$ cat src/rtl/mbox_pkg.sv
package mbox_pkg;

    localparam int DATA_W  = 32;
    localparam int ADDR_W  = 9;
    localparam int OVF_BIT = 16;

    typedef enum logic [2:0] {
        REGION_NONE,
        REGION_MSG,
        REGION_CNT,
        REGION_FULL,
        REGION_USER
    } region_e;

    typedef enum logic [1:0] {
        UREG_RAW    = 2'd0,
        UREG_MASKED = 2'd1,
        UREG_ENSET  = 2'd2,
        UREG_ENCLR  = 2'd3
    } ureg_e;

    typedef struct packed {
        region_e    region;
        logic [3:0] idx;
        ureg_e      ureg;
    } dec_t;

    function automatic dec_t decode(logic [ADDR_W-1:0] a);
        dec_t d;
        d.region = REGION_NONE;
        d.idx    = a[5:2];
        d.ureg   = ureg_e'(a[3:2]);
        if (a[1:0] == 2'b00) begin
            if (a[8]) begin
                d.region = REGION_USER;
                d.idx    = a[7:4];
            end else begin
                case (a[7:6])
                    2'b01:   d.region = REGION_MSG;
                    2'b10:   d.region = REGION_CNT;
                    2'b11:   d.region = REGION_FULL;
                    default: d.region = REGION_NONE;
                endcase
            end
        end
        return d;
    endfunction

endpackage

$ cat src/rtl/mbox_fifo.sv
module mbox_fifo #(
    parameter int DEPTH = 4,
    parameter int W     = 32,
    localparam int PTR_W = (DEPTH > 1) ? $clog2(DEPTH) : 1,
    localparam int CNT_W = $clog2(DEPTH + 1)
) (
    input  logic             clk,
    input  logic             rst,
    input  logic             push,
    input  logic             pop,
    input  logic [W-1:0]     wdata,
    input  logic             ovf_clr,
    output logic [W-1:0]     head,
    output logic [CNT_W-1:0] count,
    output logic             full,
    output logic             empty,
    output logic             ovf
);

    logic [W-1:0]     mem [DEPTH];
    logic [PTR_W-1:0] wp, rp;
    logic             do_push, do_pop;

    assign full    = (count == CNT_W'(DEPTH));
    assign empty   = (count == '0);
    assign do_push = push && !full;
    assign do_pop  = pop && !empty;
    assign head    = empty ? '0 : mem[rp];

    function automatic logic [PTR_W-1:0] bump(logic [PTR_W-1:0] p);
        return (p == PTR_W'(DEPTH - 1)) ? '0 : p + 1'b1;
    endfunction

    always_ff @(posedge clk) begin
        if (do_push) mem[wp] <= wdata;
    end

    always_ff @(posedge clk) begin
        if (rst) begin
            wp    <= '0;
            rp    <= '0;
            count <= '0;
            ovf   <= 1'b0;
        end else begin
            if (do_push) wp <= bump(wp);
            if (do_pop)  rp <= bump(rp);
            if (do_push && !do_pop)      count <= count + 1'b1;
            else if (do_pop && !do_push) count <= count - 1'b1;
            if (push && full)  ovf <= 1'b1;
            else if (ovf_clr)  ovf <= 1'b0;
        end
    end

    assert_no_overflow_R2: assert property (@(posedge clk) disable iff (rst)
        count <= CNT_W'(DEPTH));

    assert_full_drop_R2: assert property (@(posedge clk) disable iff (rst)
        (push && full && !pop) |=> (count == $past(count)) && ovf);

    assert_empty_pop_R3: assert property (@(posedge clk) disable iff (rst)
        (pop && empty && !push) |=> (count == '0));

endmodule

$ cat src/rtl/mbox_user.sv
module mbox_user #(
    parameter int SW = 16
) (
    input  logic          clk,
    input  logic          rst,
    input  logic [SW-1:0] cond,
    input  logic [SW-1:0] clr_mask,
    input  logic [SW-1:0] en_set,
    input  logic [SW-1:0] en_clr,
    output logic [SW-1:0] status,
    output logic [SW-1:0] enable,
    output logic          irq
);

    always_ff @(posedge clk) begin
        if (rst) begin
            status <= '0;
            enable <= '0;
        end else begin
            status <= (status | cond) & ~clr_mask;
            enable <= (enable | en_set) & ~en_clr;
        end
    end

    assign irq = |(status & enable);

    assert_latch_R5: assert property (@(posedge clk) disable iff (rst)
        ((cond & ~clr_mask) != '0) |=>
        ((status & $past(cond & ~clr_mask)) == $past(cond & ~clr_mask)));

    assert_w1c_R6: assert property (@(posedge clk) disable iff (rst)
        (clr_mask != '0) |=> ((status & $past(clr_mask)) == '0));

    assert_en_gate_R8: assert property (@(posedge clk) disable iff (rst)
        (enable == '0) |-> !irq);

endmodule

$ cat src/rtl/mbox_top.sv
module mbox_top
    import mbox_pkg::*;
#(
    parameter int NQ    = 8,
    parameter int NU    = 3,
    parameter int DEPTH = 4,
    localparam int SW    = 2 * NQ,
    localparam int CNT_W = $clog2(DEPTH + 1)
) (
    input  logic              clk,
    input  logic              rst,
    input  logic              bus_we,
    input  logic              bus_re,
    input  logic [ADDR_W-1:0] bus_addr,
    input  logic [DATA_W-1:0] bus_wdata,
    output logic [DATA_W-1:0] bus_rdata,
    output logic [NU-1:0]     irq
);

    dec_t              dec;
    logic              wr, rd;
    logic [DATA_W-1:0] rd_val;

    logic [DATA_W-1:0] q_head  [NQ];
    logic [CNT_W-1:0]  q_count [NQ];
    logic [NQ-1:0]     q_full, q_empty, q_ovf;
    logic [SW-1:0]     cond;

    logic [SW-1:0]     u_status [NU];
    logic [SW-1:0]     u_enable [NU];

    assign dec = decode(bus_addr);
    assign wr  = bus_we;
    assign rd  = bus_re && !bus_we;

    for (genvar q = 0; q < NQ; q++) begin : g_queue
        logic hit;
        assign hit = (dec.idx == 4'(q));

        mbox_fifo #(.DEPTH(DEPTH), .W(DATA_W)) fifo_i (
            .clk     (clk),
            .rst     (rst),
            .push    (wr && hit && dec.region == REGION_MSG),
            .pop     (rd && hit && dec.region == REGION_MSG),
            .wdata   (bus_wdata),
            .ovf_clr (wr && hit && dec.region == REGION_CNT && bus_wdata[OVF_BIT]),
            .head    (q_head[q]),
            .count   (q_count[q]),
            .full    (q_full[q]),
            .empty   (q_empty[q]),
            .ovf     (q_ovf[q])
        );

        assign cond[2*q]   = !q_empty[q];
        assign cond[2*q+1] = !q_full[q];
    end

    for (genvar u = 0; u < NU; u++) begin : g_user
        logic urw;
        assign urw = wr && dec.region == REGION_USER && dec.idx == 4'(u);

        mbox_user #(.SW(SW)) user_i (
            .clk      (clk),
            .rst      (rst),
            .cond     (cond),
            .clr_mask ((urw && dec.ureg == UREG_RAW)   ? bus_wdata[SW-1:0] : '0),
            .en_set   ((urw && dec.ureg == UREG_ENSET) ? bus_wdata[SW-1:0] : '0),
            .en_clr   ((urw && dec.ureg == UREG_ENCLR) ? bus_wdata[SW-1:0] : '0),
            .status   (u_status[u]),
            .enable   (u_enable[u]),
            .irq      (irq[u])
        );
    end

    always_comb begin
        rd_val = '0;
        case (dec.region)
            REGION_MSG: begin
                for (int q = 0; q < NQ; q++)
                    if (dec.idx == 4'(q)) rd_val = q_head[q];
            end
            REGION_CNT: begin
                for (int q = 0; q < NQ; q++)
                    if (dec.idx == 4'(q)) begin
                        rd_val[CNT_W-1:0] = q_count[q];
                        rd_val[OVF_BIT]   = q_ovf[q];
                    end
            end
            REGION_FULL: begin
                for (int q = 0; q < NQ; q++)
                    if (dec.idx == 4'(q)) rd_val[0] = q_full[q];
            end
            REGION_USER: begin
                for (int u = 0; u < NU; u++)
                    if (dec.idx == 4'(u)) begin
                        case (dec.ureg)
                            UREG_RAW:    rd_val[SW-1:0] = u_status[u];
                            UREG_MASKED: rd_val[SW-1:0] = u_status[u] & u_enable[u];
                            default:     rd_val[SW-1:0] = u_enable[u];
                        endcase
                    end
            end
            default: rd_val = '0;
        endcase
    end

    always_ff @(posedge clk) begin
        if (rst)     bus_rdata <= '0;
        else if (rd) bus_rdata <= rd_val;
    end

    assert_reset_quiet_R10: assert property (@(posedge clk)
        rst |=> (irq == '0) && (bus_rdata == '0));

    assert_read_hold_R9: assert property (@(posedge clk) disable iff (rst)
        !rd |=> $stable(bus_rdata));

endmodule

$ cat config.mk
export PLATFORM = sky130hd
export DESIGN_NAME = mbox_top
export DESIGN_NICKNAME = d
export VERILOG_FILES = /design/src/rtl/mbox_pkg.sv /design/src/rtl/mbox_fifo.sv /design/src/rtl/mbox_user.sv /design/src/rtl/mbox_top.sv
export SDC_FILE = /design/constraint.sdc
export NUM_CORES = 1
export LEC_CHECK = 0
export ABC_AREA = 1
export BUFFER_PORTS_ARGS = -buffer_cell sky130_fd_sc_hd__buf_2
export CAP_MARGIN = 20
export CELL_PAD_IN_SITES_DETAIL_PLACEMENT = 1
export CELL_PAD_IN_SITES_GLOBAL_PLACEMENT = 2
export CORE_MARGIN = 1.5
export CORE_UTILIZATION = 45
export DETAILED_ROUTE_END_ITERATION = 10
export GPL_ROUTABILITY_DRIVEN = 0
export GPL_TIMING_DRIVEN = 0
export PLACE_DENSITY_LB_ADDON = 0.1
export SYNTH_ARGS = -nofsm -noshare
export SYNTH_HDL_FRONTEND = slang
export SYNTH_HIERARCHICAL = 1
export SYNTH_SLANG_ARGS = --single-unit
$ cat constraint.sdc
create_clock -name clk -period 9.2 [get_ports clk]
set_clock_uncertainty 0.15 [all_clocks]
set_input_delay 0.46 -clock clk [delete_from_list [all_inputs] [get_ports clk]]
set_output_delay 0.46 -clock clk [all_outputs]
set_load 0.03 [all_outputs]
* Word level (Yosys, flattened, before mapping) *
Memory sizes are Yosys's and may differ from the RTL's. A register that Yosys moved wholly into a read port is not among the register bits.
Index checks and enable logic that the tools add are counted.

cells by class
  mux-type cells = 144
  reductions and logical operators = 165
  bitwise gates (word level) = 21
  equal/unequal tests = 41
  add/subtract/negate cells = 32

operators with widths
  operator             count
  $mux 32              16
  $mux 16              12
  $and 16x16->16       9
  $logic_and 1x1->1    102
  $not 16->16          6
  $or 16x16->16        6
  $pmux 16 s2          3
  $mux 3               25
  $mux 2               32
  $mux 1               48
  $reduce_or 16->1     3
  $eq 2x2->1 const B   20
  $logic_not 1->1      33
  $add 2x1->2 const B  16
  $reduce_bool 2->1    16
  $eq 3x3->1 const B   9
  $pmux 13 s2          1
  $add 3x1->3 const B  8
  $logic_not 3->1      8
  $sub 3x1->3 const B  8
  $eq 4x3->1 const B   4
  $mux 15              1
  $pmux 2 s3           2
  $eq 4x2->1 const B   2
  10 further kinds     13

storage, ports and cells
  flip-flop bits (word level) = 192
  memory bits (writable) = 1024
  word-level logic and storage cells = 450
  memories = 8
  output and inout bits = 35

memories
  name                   depth  width  read ports  clocked after Yosys merged registers in  wr ports  line             RTL
  g_queue[0].fifo_i.mem  4      32     1           1                                        1         mbox_fifo.sv:20  logic [W-1:0] mem [DEPTH];
  g_queue[1].fifo_i.mem  4      32     1           1                                        1         mbox_fifo.sv:20
  g_queue[2].fifo_i.mem  4      32     1           1                                        1         mbox_fifo.sv:20
  g_queue[3].fifo_i.mem  4      32     1           1                                        1         mbox_fifo.sv:20
  g_queue[4].fifo_i.mem  4      32     1           1                                        1         mbox_fifo.sv:20
  g_queue[5].fifo_i.mem  4      32     1           1                                        1         mbox_fifo.sv:20
  +2 memories            -      -      -           -                                        -         -

* Depth between registers and ports, before layout *
  depth after elaboration = 14
  depth in mapped cells = 21
  gate-level depth less buffers = 19

* Hierarchy *
Netlist, hierarchy kept.

modules (own cells, without submodules)
  module     cells each  area an instance (sq um)  instances
  mbox_fifo  484         5574.1                    8
  mbox_top   983         5151.2                    1
  mbox_user  134         1257.5                    3

* Worst setup path before layout *
OpenSTA, ideal clock, no wires.

  kind = in2reg
  from = input bus_addr[1]
  to = memory g_queue[5].fifo_i.mem[0][0] (enable)
  library setup time = 0.421 ns
  arrival = 3.505 ns
  stages on the path = 12
  path slack = 5.124 ns
  required time = 8.629 ns
  buffers on the path = 2
  path through = nor2_4 > nand2_2 > nand2_1 > nand2_1 > a21oi_2 > and2_1 > buf_2 > buf_2 > inv_1 > nor3_1 > nand2_1 > nor2_1

between the ends
  longest elaborated chain between the ends = 8

RTL lines
  element                           line             RTL
  start, declared                   mbox_top.sv:14   input logic [ADDR_W-1:0] bus_addr,
  $logic_not 2->1 (*)               mbox_pkg.sv:33   if (a[1:0] == 2'b00) begin
  $mux 7 (*)                        mbox_pkg.sv:33
  $eq 4x3->1                        mbox_top.sv:38   assign hit = (dec.idx == 4'(q));
  $logic_and 1x1->1                 mbox_top.sv:43   .push (wr && hit && dec.region == REGION_MSG),
  $logic_and 1x1->1 (*)             mbox_top.sv:43
  $logic_and 1x1->1 (*)             mbox_fifo.sv:26  assign do_push = push && !full;
  $mux 1 (*)                        mbox_fifo.sv:35  if (do_push) mem[wp] <= wdata;
  $mux 1 (implied by the code) (*)  mbox_fifo.sv:35
  end, declared                     mbox_fifo.sv:20

Every way passes the cells marked *; elsewhere a longest branch is shown, timed or not.

* Final worst setup path *
  from = input bus_addr[1]
  to = register g_queue[4].fifo_i.count[2]

between the ends
  longest elaborated chain between the ends = 9

RTL lines
  element                             line             RTL
  $logic_not 2->1 (*)                 mbox_pkg.sv:33
  $mux 7 (*)                          mbox_pkg.sv:33
  $eq 4x3->1                          mbox_top.sv:38
  $logic_and 1x1->1                   mbox_top.sv:43
  $logic_and 1x1->1 (*)               mbox_top.sv:43
  $logic_and 1x1->1 (*)               mbox_fifo.sv:26
  via g_queue[4].fifo_i.do_push       mbox_fifo.sv:22  logic do_push, do_pop;
  $logic_not 1->1                     mbox_fifo.sv:48  else if (do_pop && !do_push) count <= count - 1'b1;
  $logic_and 1x1->1                   mbox_fifo.sv:48
  $reduce_bool 2->1 (no source line)  -
  end signal, assigned                mbox_fifo.sv:47  if (do_push && !do_pop) count <= count + 1'b1;
  end signal, assigned                mbox_fifo.sv:48
  end, declared                       mbox_fifo.sv:14  output logic [CNT_W-1:0] count,

The timed path passes the listed nets; every way through them passes the cells marked *.
A chain may end at the register's enable or synchronous reset.

==> metrics <==
All-Layer GR Usage 0.3051; WP data arrival 5.03 ns; number of global-route vias before repair ~40000; Synth Flop Type edfxtp_1; Final Worst Setup Slack 4.683 ns; Cells after Synth about 5300; Synth cell types 40; Initial Utilization 0.4538; # setup viols final 0; placed cells 6904; Fill cells 12910; antenna violations before repair 22; Worst-Margin Slew between 1 and 1.5 ns; Ys Warns 6; largest net degree at the start of global routing 34; Setup TNS 0 ns; met3 wire length between 10000 and 15000 um; hpwl dp between 100000 and 150000 um; CP max stage cell nor3_1; CTS Buf Count 140; Max Cap Viol 0; peak supply drop 0.1998 mV; Syn Nets between 5000 and 6000; Async SR Flop Fraction 0; Setup WS pre-CTS between 3 and 4 ns; result of the run finished clean; die span in x 347.9 um; Post-synth EDFFs 1024; Area Growth Syn to Fin 14.33%; Synth top area share 0.5746; global-route wire length before repair 266500 um; final layout net count 5616; critical path endpoint category register; DR top layer met5; final-report hold violation count 0; drt first-iter violations 3119; most common cell after layout, fill and taps aside nand2_1; Post-DP Area 56840 um2; die height about 350 um; Synth Area per Inst 10.18 um2; CTS sink cnt 1232; routed length on met1 73640 um; fin crit share 0.4910; PD cells 192.0 nW/um2; Remaining Overflow, GRT 0; CTS tree built; R2R cell count 11; multi-input logic area 16340 um2; CTS resizes 0; DR WL/cell 25.77 um; Pins Over Slew Limit 0; port bufs 77; post-route ant nets 0; Clock Tree Root clkbuf_16; share of cells above drive strength 1 0.1181; Yosys top cell by area edfxtp_1; fin cells 7162; met2 WL post-DR 92870 um; crit path buf inv count 8; sequential fraction of the synthesis area 0.6524; Hold Path Stages 4; hold_buf cts 2; Top cell by count, worst path inv_1; slew margin rel. 0.1966; Vias 39497; FF/Latch Area 34910 um2; Worst-path clk slew 0.06 ns; Final Cell Area approximately 61000 um2; Critical Path Start Type input pin; FMAX between 0.2 and 0.25 GHz; Crit path required time 9.71 ns; core area 117900 um2; Pre-antenna DRT Iters 5; minimum clock period around 4.5 ns; Cell Rows about 130; DRC 0; RSZ-0062 raised after global routing no; Stages on worst setup path 22; Die Area ~120000 um2; Setup Buffers After CTS 0; Crit Path Max Fanout 10; Vias/cell 5.515; Top Family by Delay on Critical Path simple AND/OR/NAND/NOR gates; largest buffer count on any clock path 3; Yosys reg bits roughly 1200; CP peak stage delay 0.67 ns; worst-path cell chain buf_2 -> nor2_4 -> nand2_2 -> nand2_1 -> nand2_2 -> nor2_4 -> and2_1 -> buf_4 -> buf_2 -> inv_1 -> nor3_1 -> nand2_1 -> inv_1 -> ha_1 -> inv_1 -> fa_1 -> inv_1 -> nand2_1 -> nand3_1 -> nand2_1 -> inv_1 -> nor2_1; I/O pin cnt 80; leakage 0.02295 uW; commonest cells after routing, fill and taps aside 1436 x nand2_1, 1024 x edfxtp_1, 897 x nor2_1; Final Core Density 0.5189; final WL 184600 um; Crit Path Class input pin to register; HP Class input pin to register; Synth area leaders edfxtp_1 57%, nand2_1 10%, dfxtp_1 7.8%, nor2_1 6.5%, a21oi_1 3.5%; clk_lat worst skew 0.78 ns; htree depth 4; mapped cell area around 54000 um2
[synth_stat cells, types with 2 or more instances]
cell type,n
o221ai_1,15
clkbuf_1,92
o21ai_1,246
nor2_2,3
buf_1,2
and2_1,2
inv_1,196
buf_6,68
a21oi_1,379
o21ai_0,77
nor3_4,9
inv_2,23
buf_4,5
dfxtp_1,208
o22ai_1,41
o211ai_1,8
edfxtp_1,1024
nand2_1,1436
fa_1,8
nor3_1,22
a31oi_1,12
buf_2,85
clkbuf_2,8
nor2_4,3
clkinv_1,17
nor3_2,81
nand3_1,90
nand2_4,2
nor2_1,929
xor2_1,8
nand4_1,48
nand3b_1,16
nand2_2,2
nand3_2,9
ha_1,48
or2_2,29
or2_0,3
[worst paths after layout]
| check | from | endpoint | slack [ns] |
|---|---|---|---|
| hold reg to reg | g_queue[7].fifo_i/ovf | g_queue[7].fifo_i/ovf | 0.31 |
| setup / recovery | bus_addr[1] | g_queue[4].fifo_i/count[2] | 4.68 |
| setup reg to reg | g_queue[2].fifo_i/count[0] | bus_rdata[15] | 5.67 |
| hold / removal | bus_addr[7] | bus_rdata[3] | 0.08 |
[power by group]
part | leakage [uW] | total, uW | switching, uW | internal (uW)
Combinational | 0.00996 | 385 | 323 | 62.0
Clock | 0.00210 | 5310 | 2280 | 3030
Sequential | 0.0109 | 6060 | 9.11 | 6050
[metrics by stage]
| step | power [uW] | hold slack, ns |
|---|---|---|
| finish | 11750 | 0.07606 |
| floorplan | 6297 | 0.2843 |
| global placement | 6543 | 0.3009 |
| global route | 12040 | 0.06975 |
| CTS | 11840 | 0.01100 |
| detailed placement | 6552 | 0.3020 |
[worst reg2reg max path, stage by stage, from the launching register on]
cell and delay (ns):
dfxtp_1 0.40, nor2_1 0.18, nand2_1 0.13, inv_1 0.19, buf_2 0.31, a21oi_1 0.11
a21oi_1 0.48, nand3_1 0.41, o21ai_1 0.35, nand4_1 0.39, nand3_1 0.24, a21oi_1 0.08
[registers in the layout, indices dropped and copies added (netlist names), named ones only]
| signal | flops |
|---|---|
| g_queue.fifo_i/mem | 1024 |
| g_queue.fifo_i/rp | 16 |
| g_queue.fifo_i/ovf | 8 |
| bus_rdata | 32 |
| g_queue.fifo_i/count | 24 |
| g_queue.fifo_i/wp | 16 |
| g_user.user_i/status | 48 |
| g_user.user_i/enable | 48 |
[logic make-up (layout without fill, tap and decap cells)]
| group | after synthesis | count (layout) | share of synthesized area |
|---|---|---|---|
| adders and majority gates | 56 | 56 | 0.01421 |
| DFF | 1232 | 1232 | 0.6524 |
| AOI/OAI and AO/OA | 780 | 780 | 0.07573 |
| other | 0 | 6 | 0 |
| buffers and inverters | 496 | 859 | 0.04685 |
| xor gates and xnor gates | 8 | 8 | 0.001309 |
| and+or+nand+nor | 2685 | 2685 | 0.2095 |
[per-layer routing]
layer | vias to the layer above | global-route usage
met1 | 19785 | 0.3800
li1 | 18284 | -
met5 | - | 0
met2 | 1119 | 0.5299
met3 | 305 | 0.04617
met4 | 4 | 0.1250
[cell type report]
| cell class | instances | area share |
|---|---|---|
| Antenna cell | 6 | 0.0002454 |
| Buffer | 260 | 0.02650 |
| Clock buffer | 171 | 0.06071 |
| Clock inverter | 76 | 0.008916 |
| Inverter | 236 | 0.01448 |
| Multi-Input combinational cell | 3529 | 0.2670 |
| Sequential cell | 1232 | 0.5706 |
| Tap cell | 1536 | 0.03141 |
| Timing Repair Buffer | 116 | 0.02016 |
No activity file was read; power rests on OpenSTA's default activity.
